**src/rtl/rstwake_pkg.sv**
```systemverilog
package rstwake_pkg;

    typedef enum logic [1:0] {
        ST_RUN   = 2'd0,
        ST_HALT  = 2'd1,
        ST_DELAY = 2'd2
    } seq_state_e;

    typedef enum logic [1:0] {
        RK_COLD     = 2'd0,
        RK_WARM     = 2'd1,
        RK_WAKE_RES = 2'd2,
        RK_WAKE_IRQ = 2'd3
    } rst_kind_e;

    typedef struct packed {
        logic to;
        logic pdf;
    } stat_flags_t;

endpackage

```
**src/rtl/rstwake_pin_sync.sv**
```systemverilog
module rstwake_pin_sync #(
    parameter int STAGES = 2
) (
    input  logic clk_i,
    input  logic por_i,
    input  logic pin_ni,
    output logic asserted_o
);
    logic [STAGES-1:0] chain_d, chain_q;

    generate
        if (STAGES == 1) begin : g_single
            always_comb chain_d = pin_ni;
        end else begin : g_multi
            always_comb chain_d = {chain_q[STAGES-2:0], pin_ni};
        end
    endgenerate

    always_ff @(posedge clk_i or posedge por_i) begin
        if (por_i) chain_q <= '1;
        else       chain_q <= chain_d;
    end

    assign asserted_o = ~chain_q[STAGES-1];
endmodule

```
**src/rtl/rstwake_classify.sv**
```systemverilog
module rstwake_classify
    import rstwake_pkg::*;
(
    input  logic        pin_low_i,
    input  logic        wdt_i,
    input  logic        usb_i,
    input  logic        halted_i,
    input  stat_flags_t flags_i,
    output logic        hit_o,
    output rst_kind_e   kind_o,
    output stat_flags_t flags_o
);
    // Fixed priority: pin, then watchdog, then USB bus reset.
    always_comb begin
        hit_o   = 1'b0;
        kind_o  = RK_COLD;
        flags_o = flags_i;
        if (pin_low_i) begin
            hit_o = 1'b1;
            if (halted_i) begin
                flags_o.to  = 1'b0;
                flags_o.pdf = 1'b1;
            end
        end else if (wdt_i) begin
            hit_o      = 1'b1;
            flags_o.to = 1'b1;
            if (halted_i) begin
                kind_o      = RK_WARM;
                flags_o.pdf = 1'b1;
            end
        end else if (usb_i) begin
            hit_o = 1'b1;
        end
    end
endmodule

```
**src/rtl/rstwake_delay.sv**
```systemverilog
module rstwake_delay #(
    parameter int DELAY_CYC = 1024
) (
    input  logic clk_i,
    input  logic por_i,
    input  logic restart_i,
    input  logic count_en_i,
    output logic done_o
);
    localparam int CW = (DELAY_CYC > 2) ? $clog2(DELAY_CYC) : 1;
    localparam logic [CW-1:0] LAST = CW'(DELAY_CYC - 1);

    logic [CW-1:0] cnt_d, cnt_q;

    always_comb begin
        cnt_d = cnt_q;
        if (restart_i)                       cnt_d = '0;
        else if (count_en_i && cnt_q != LAST) cnt_d = cnt_q + 1'b1;
    end

    always_ff @(posedge clk_i or posedge por_i) begin
        if (por_i) cnt_q <= '0;
        else       cnt_q <= cnt_d;
    end

    assign done_o = (cnt_q == LAST);
endmodule

```
**src/rtl/rstwake_seq.sv**
```systemverilog
module rstwake_seq
    import rstwake_pkg::*;
#(
    parameter int DELAY_CYC   = 1024,
    parameter int SYNC_STAGES = 2,
    parameter int NUM_IRQ     = 4
) (
    input  logic               clk_i,
    input  logic               por_i,
    input  logic               rst_pin_ni,
    input  logic               wdt_to_i,
    input  logic               usb_rst_i,
    input  logic               halt_req_i,
    input  logic               wake_pin_i,
    input  logic [NUM_IRQ-1:0] irq_pend_i,
    output logic               run_en_o,
    output logic               cold_rst_o,
    output logic               warm_rst_o,
    output logic               irq_go_o,
    output logic               to_o,
    output logic               pdf_o
);
    typedef struct packed {
        seq_state_e         state;
        rst_kind_e          kind;
        stat_flags_t        flags;
        logic [NUM_IRQ-1:0] wake_mask;
        logic               irq_arm;
        logic               irq_go;
    } seq_regs_t;

    seq_regs_t   r_d, r_q;
    logic        pin_low_w;
    logic        cls_hit_w;
    rst_kind_e   cls_kind_w;
    stat_flags_t cls_flags_w;
    logic        halted_w;
    logic        irq_wake_w;
    logic        wake_w;
    logic        restart_w;
    logic        done_w;

    rstwake_pin_sync #(.STAGES(SYNC_STAGES)) u_pin_sync (
        .clk_i      (clk_i),
        .por_i      (por_i),
        .pin_ni     (rst_pin_ni),
        .asserted_o (pin_low_w)
    );

    assign halted_w = (r_q.state == ST_HALT);

    rstwake_classify u_classify (
        .pin_low_i (pin_low_w),
        .wdt_i     (wdt_to_i),
        .usb_i     (usb_rst_i),
        .halted_i  (halted_w),
        .flags_i   (r_q.flags),
        .hit_o     (cls_hit_w),
        .kind_o    (cls_kind_w),
        .flags_o   (cls_flags_w)
    );

    // Only request flags that were clear at HALT entry may wake the core.
    assign irq_wake_w = |(irq_pend_i & r_q.wake_mask);
    assign wake_w     = halted_w && (irq_wake_w || wake_pin_i);
    assign restart_w  = cls_hit_w || wake_w;

    rstwake_delay #(.DELAY_CYC(DELAY_CYC)) u_delay (
        .clk_i      (clk_i),
        .por_i      (por_i),
        .restart_i  (restart_w),
        .count_en_i (r_q.state == ST_DELAY),
        .done_o     (done_w)
    );

    always_comb begin
        r_d        = r_q;
        r_d.irq_go = 1'b0;
        if (cls_hit_w) begin
            r_d.state   = ST_DELAY;
            r_d.kind    = cls_kind_w;
            r_d.flags   = cls_flags_w;
            r_d.irq_arm = 1'b0;
        end else begin
            unique case (r_q.state)
                ST_RUN: begin
                    if (r_q.irq_arm) begin
                        r_d.irq_go  = 1'b1;
                        r_d.irq_arm = 1'b0;
                    end
                    if (halt_req_i) begin
                        r_d.state     = ST_HALT;
                        r_d.flags.pdf = 1'b1;
                        r_d.wake_mask = ~irq_pend_i;
                    end
                end
                ST_HALT: begin
                    if (wake_w) begin
                        r_d.state = ST_DELAY;
                        r_d.kind  = irq_wake_w ? RK_WAKE_IRQ : RK_WAKE_RES;
                    end
                end
                ST_DELAY: begin
                    if (done_w) begin
                        r_d.state   = ST_RUN;
                        r_d.irq_arm = (r_q.kind == RK_WAKE_IRQ);
                    end
                end
                default: r_d.state = ST_DELAY;
            endcase
        end
    end

    always_ff @(posedge clk_i or posedge por_i) begin
        if (por_i) begin
            r_q <= '{state: ST_DELAY, kind: RK_COLD, flags: '0,
                     wake_mask: '0, irq_arm: 1'b0, irq_go: 1'b0};
        end else begin
            r_q <= r_d;
        end
    end

    assign run_en_o   = (r_q.state == ST_RUN);
    assign cold_rst_o = (r_q.state == ST_DELAY) && (r_q.kind == RK_COLD);
    assign warm_rst_o = (r_q.state == ST_DELAY) && (r_q.kind == RK_WARM);
    assign irq_go_o   = r_q.irq_go;
    assign to_o       = r_q.flags.to;
    assign pdf_o      = r_q.flags.pdf;
endmodule

```
**config.mk**
```make
export PLATFORM = sky130hd
export DESIGN_NAME = rstwake_seq
export DESIGN_NICKNAME = d
export VERILOG_FILES = /design/src/rtl/rstwake_pkg.sv /design/src/rtl/rstwake_pin_sync.sv /design/src/rtl/rstwake_classify.sv /design/src/rtl/rstwake_delay.sv /design/src/rtl/rstwake_seq.sv
export SDC_FILE = /design/constraint.sdc
export NUM_CORES = 1
export LEC_CHECK = 0
export BUFFER_PORTS_ARGS = -buffer_cell sky130_fd_sc_hd__buf_4
export CORE_AREA = 2 2 46 79
export CTS_BUF_LIST = sky130_fd_sc_hd__clkbuf_8
export CTS_CLUSTER_DIAMETER = 80
export DETAILED_ROUTE_END_ITERATION = 10
export DIE_AREA = 0 0 48 81
export PLACE_DENSITY = 0.64
export SLEW_MARGIN = 10
export SYNTH_ARGS = -nofsm -noshare
export SYNTH_HDL_FRONTEND = slang
export SYNTH_SLANG_ARGS = --single-unit
```
**constraint.sdc**
```tcl
create_clock -name clk_i -period 1.9 [get_ports clk_i]
set_input_delay 0.19 -clock clk_i [delete_from_list [all_inputs] [get_ports clk_i]]
set_output_delay 0.19 -clock clk_i [all_outputs]
set_load 0.01 [all_outputs]
```
# Word-level counts from Yosys, hierarchy flattened
# Index checks and enable logic that the tools add are counted.
op_classes:
  muxes: 28
  reduce_logical: 22
  bitwise: 3
  n_eq_ne: 12
  add_sub_neg: 1
ops:
  columns: ["op", "count"]
  rows:
  - ["10-bit two-way mux", 2]
  - ["2-bit two-way mux", 8]
  - ["1-bit two-way mux", 12]
  - ["2-bit nonzero test", 6]
  - ["10-bit by 1-bit adder with 10-bit output (second input constant)", 1]
  - ["10-bit == test (second input constant)", 1]
  - ["5-bit two-way mux", 2]
  - ["10-bit inequality test (second input constant)", 1]
  - ["3-bit AND reduction", 3]
  - ["4-bit two-way mux", 2]
  - ["3-bit by 2-bit inequality test with 1-bit output (second input constant)", 2]
  - ["3-bit inequality test (second input constant)", 2]
  - ["2-bit one-hot mux with 3 select lines", 1]
  - ["4-bit bitwise AND", 1]
  - ["2-bit by 1-bit == test with 1-bit output (second input constant)", 2]
  - ["2-bit == test (second input constant)", 2]
  - ["1-bit logical AND", 4]
  - ["2-bit zero test", 2]
  - ["4-bit inverter", 1]
  - ["2-bit AND reduction", 2]
  - ["4-bit AND reduction", 1]
  - ["4-bit OR reduction", 1]
  - ["3-bit nonzero test", 1]
  - ["1-bit logical OR", 2]
  - ["4 further kinds", 4]
totals:
  ff_bits: 24
  word_cells: 75
  output_inout_bits: 6

# Longest topological paths before layout
depth:
  ltp_word: 7
  ltp_mapped: 5

# Modules after synthesis
# Synthesis repeated with hierarchy kept, for this count alone.
unflattened:
  hier_cells: 134
  area_unflattened_um2: 1327.5
by_module_without_submodules:
  columns: ["module", "area_per_inst_um2", "instances", "seq_area_each_um2", "cells_each"]
  rows:
  - ["rstwake_delay", 635.6, 1, 250.2, 66]
  - ["rstwake_seq", 579.3, 1, 301.5, 55]
  - ["rstwake_pin_sync", 60.1, 1, 52.6, 4]
  - ["rstwake_classify", 52.6, 1, 0.0, 9]

# Worst setup path before layout
# Ideal clock, no wire load.
synth_path:
  kind: "register to register"
  startpoint: "register u_pin_sync.chain_q[1]"
  endpoint: "register r_q[8] in the netlist's numbering"
  path_stages_with_launch: 5
  required_ns: 1.769
  arrival_time_ns: 1.414
  setup_slack_ns: 0.356
  cell_sequence: "dfstp_2 or3b_1 clkbuf_1 o41ai_1 a2bb2oi_1"
synth_via:
  elab_chain_len: 3
  elab_cells_between_ends: 6
  classes_between: "mux (3); reduce/logical (3)"
synth_lines:
  columns: ["element", "line_no", "rtl"]
  rows:
  - ["start, declared", "rstwake_pin_sync.sv:9", "logic [STAGES-1:0] chain_d, chain_q;"]
  - ["start signal, assigned", "rstwake_pin_sync.sv:21", "else chain_q <= chain_d;"]
  - ["1-bit two-way mux", "rstwake_classify.sv:18", "if (pin_low_i) begin"]
  - ["2-bit nonzero test (no source line)", null, null]
  - ["2-bit AND reduction (no source line)", null, null]
  - ["end signal, assigned", "rstwake_seq.sv:116", "r_q <= '{state: ST_DELAY, kind: RK_COLD, flags: '0,"]
  - ["end signal, assigned", "rstwake_seq.sv:119", "r_q <= r_d;"]
  - ["end, declared", "rstwake_seq.sv:32", "seq_regs_t r_d, r_q;"]
# Parallel ways exist; a longest one is shown, timed or not.
# A chain may end at the register's enable or synchronous reset.

# Worst setup path in the final report
# Same ends and word-level chain as after synthesis.

==> results.json <==
{
  "clkSlewWorstSetupHoldPaths_ns": 0.08,
  "dp.final_hpwl_um": 1930,
  "reg2regPathDepth": 3,
  "insertion_delay_ns": 0.27,
  "die_width_um": 48,
  "final_antenna_net_count": 0,
  "period_needed_ns": 1.69,
  "hold_class": "primary input to register",
  "grt_pass1_wl_um": 4240,
  "floorplan.rows": 28,
  "antenna_violations_before_repair": 0,
  "syn_area_per_cell_um2": 10.2,
  "dp_cells": 175,
  "synth_xor_xnor_area_share": 0.0223,
  "vdd.ir_drop.worst_uv": 390,
  "layout-drive-gt1-share": 0.207,
  "detailedRoute.firstIterationViolations": 18,
  "synthAdderAreaFrac": 0.0106,
  "synth_top_cells_by_count": "sky130_fd_sc_hd__dfrtp_1 (21), sky130_fd_sc_hd__nor2_1 (12), sky130_fd_sc_hd__a21oi_1 (8), sky130_fd_sc_hd__nand2_1 (8)",
  "rd_place_congestion": 0.816,
  "hold-worst-slack_ns": 0.0266,
  "timing.final.hold_violations": 0,
  "yosysMostFrequentCell": "sky130_fd_sc_hd__dfrtp_1",
  "post-synth-top-area-fraction": 0.446,
  "grt_start_max_net_pins": 25,
  "maxSlewHeadroom": 0.697,
  "grt_setup_unrepaired": "false",
  "syn-num-nets": 127,
  "ff2ff_setup_slack_ns": 0.21,
  "core_um2": 3330,
  "numCtsBuffers": 3,
  "largest_family_of_logic_cells_by_synthesized_area": "simple AND/OR/NAND/NOR gates",
  "initial_core_util": 0.354,
  "via_per_inst": 5.26,
  "remaining_drc_errors": 0,
  "path_class": "register to register",
  "n_antenna_cell": 0,
  "critPathMaxFanout": 6,
  "finish.instance_area_um2": 1410,
  "worstHoldStart": "rst_pin_ni",
  "critical_path_arrival_ns": 1.84,
  "synth-compound-area-share": 0.187,
  "postRouteWirelength_um": 2440,
  "synth-simple-area-share": 0.235,
  "post_synth_mux_area_share": 0.00850,
  "detailedRoute.firstPassIterationCount": 4,
  "grt-ovfl-total": 0,
  "synth_top_cell_by_area": "sky130_fd_sc_hd__dfrtp_1",
  "worstReg2RegEnd": "r_q[8]$_DFFE_PP0P_",
  "ioPinCount": 17,
  "tightest_slew_ns": 0.454,
  "yosys_register_bits": 24,
  "outcome": "complete, no violations",
  "clock_path_buffers": 2,
  "fp.dieH_um": 81,
  "nets_finish": 148,
  "port_buffers": 16,
  "synth_top_flop_cell": "sky130_fd_sc_hd__dfrtp_1",
  "postSynth.asyncResetShare": 1.00,
  "cts.repair.resized": 0,
  "area_growth_pct": 19.6,
  "r2r-start": "u_pin_sync.chain_q[1]$_DFF_PP1_",
  "timing.critical_path.required_ns": 2.04,
  "timing.critical_path.from_type": "register",
  "synth-edff-count": 0,
  "fin_setup_tns_ns": 0,
  "dr_total_vias": 947,
  "yosys_warnings": 0,
  "cts_tree": "done",
  "synth_seq_area_share": 0.513,
  "fmaxAchievable_mhz": 590,
  "post_dp_cell_area_um2": 1350,
  "cts.repair_timing.setup_buffer_count": 0,
  "worst_hold_path.endpoint": "u_pin_sync.chain_q[0]$_DFF_PP1_",
  "max_cap_violations": 0,
  "power.static_leakage_nw": 0.587,
  "hold_path_cell_cnt": 1,
  "yosysUniqueCellTypes": 42,
  "synthTopCellsByArea": "sky130_fd_sc_hd__dfrtp_1 (45%), sky130_fd_sc_hd__dfstp_2 (6.7%), sky130_fd_sc_hd__nor2_1 (3.8%)",
  "global_route.usage.total": 0.151,
  "clock_skew_ns": 0.00285,
  "timing.final.setup_violations": 0,
  "cts_sinks": 24,
  "grt_pass1_vias": 958,
  "cellPowerDensity_nw_per_um2": 612,
  "postSynthCellCount": 115,
  "worst_setup_path_end_kind": "register",
  "netlist_area_um2": 1180,
  "drv_slew": 0,
  "die_area_um2": 3890,
  "htree_levels": 1,
  "clk_root_buffer_cell": "sky130_fd_sc_hd__clkbuf_8",
  "route.detailed.wl_per_inst_um": 13.5,
  "fin_crit_sh": 0.892,
  "finalNonFillerCells": 180
}
where the power goes:
part	switching [mW]	total, mW	internal, mW
Sequential	0.00240	0.518	0.515
Combinational	0.0239	0.0442	0.0203
Clock	0.155	0.299	0.145
logic make-up after synthesis:
group | after synthesis
and+or+nand+nor | 49
muxes | 1
buffers and inverters | 7
AOI/OAI and AO/OA | 30
xor gates and xnor gates | 3
DFF | 24
adders and majority gates | 1
worst max-delay path: stages, from the launching register on:
cell	delay (ns)
sky130_fd_sc_hd__dfstp_2	0.56
sky130_fd_sc_hd__or3b_1	0.44
sky130_fd_sc_hd__o41ai_1	0.45
sky130_fd_sc_hd__a2bb2oi_1	0.12
through the flow:
stage          worst slack (ns)  total power [mW]  utilization
2_1_floorplan             0.356             0.545            -
3_3_place_gp              0.244             0.570        0.406
3_5_place_dp              0.220             0.571        0.406
4_1_cts                   0.194             0.871        0.423
5_1_grt                  0.0744             0.894        0.423
6_report                  0.206             0.861        0.423
how the worst max path moves through the flow:
stage                                         start                           end  slack, ns  depth (start not counted)
finish              u_pin_sync.chain_q[1]$_DFF_PP1_            r_q[8]$_DFFE_PP0P_       0.21                          3
global route           u_delay.cnt_q[0]$_DFFE_PP0P_  u_delay.cnt_q[8]$_DFFE_PP0P_       0.07                          5
CTS                 u_pin_sync.chain_q[1]$_DFF_PP1_            r_q[8]$_DFFE_PP0P_       0.19                          3
detailed placement  u_pin_sync.chain_q[1]$_DFF_PP1_            r_q[8]$_DFFE_PP0P_       0.22                          3
global placement    u_pin_sync.chain_q[1]$_DFF_PP1_            r_q[8]$_DFFE_PP0P_       0.24                          3
floorplan           u_pin_sync.chain_q[1]$_DFF_PP1_            r_q[8]$_DFFE_PP0P_       0.36                          4
state kept, by name, summed over array words and instances, names as in the netlist:
signal              count
irq_go_o                1
pdf_o                   1
r_q                     9
to_o                    1
u_delay.cnt_q          10
u_pin_sync.chain_q      2
routing by layer:
metal	vias up	track usage	wire [um]
li1	462	-	-
met1	459	0.167	920
met2	21	0.272	1410
met3	5	0.0200	63
met4	0	0.0568	47
met5	-	0	0
cells in the final DEF, fill, tap and decap left out, drive strengths merged, types with 2 or more instances in the layout:
cell,n
nor3,6
a2bb2oi,2
dfstp,3
inv,6
or4,3
o41ai,2
nand4,2
a22o,2
a21oi,8
and2b,2
dfrtp,21
a31oi,2
clkbuf,3
o31ai,3
nand2,8
nand3,5
xnor2,2
o21ai,5
nand2b,2
and3,3
buf,17
nor2,12
layout make-up:
class	instances	area, um2
multi-input combinational	84	546
tap	45	56.3
clock inverter	1	3.75
inverter	5	18.8
timing repair buffer	18	138
fill	347	1920
clock buffer	3	41.3
sequential	24	604
repair_timing:
item                       CTS  global route
hold buffers                 1             0
hold endpoints to repair    21             0
setup endpoints to repair    0             0
Note: power is estimated with default switching activity, not from simulation.
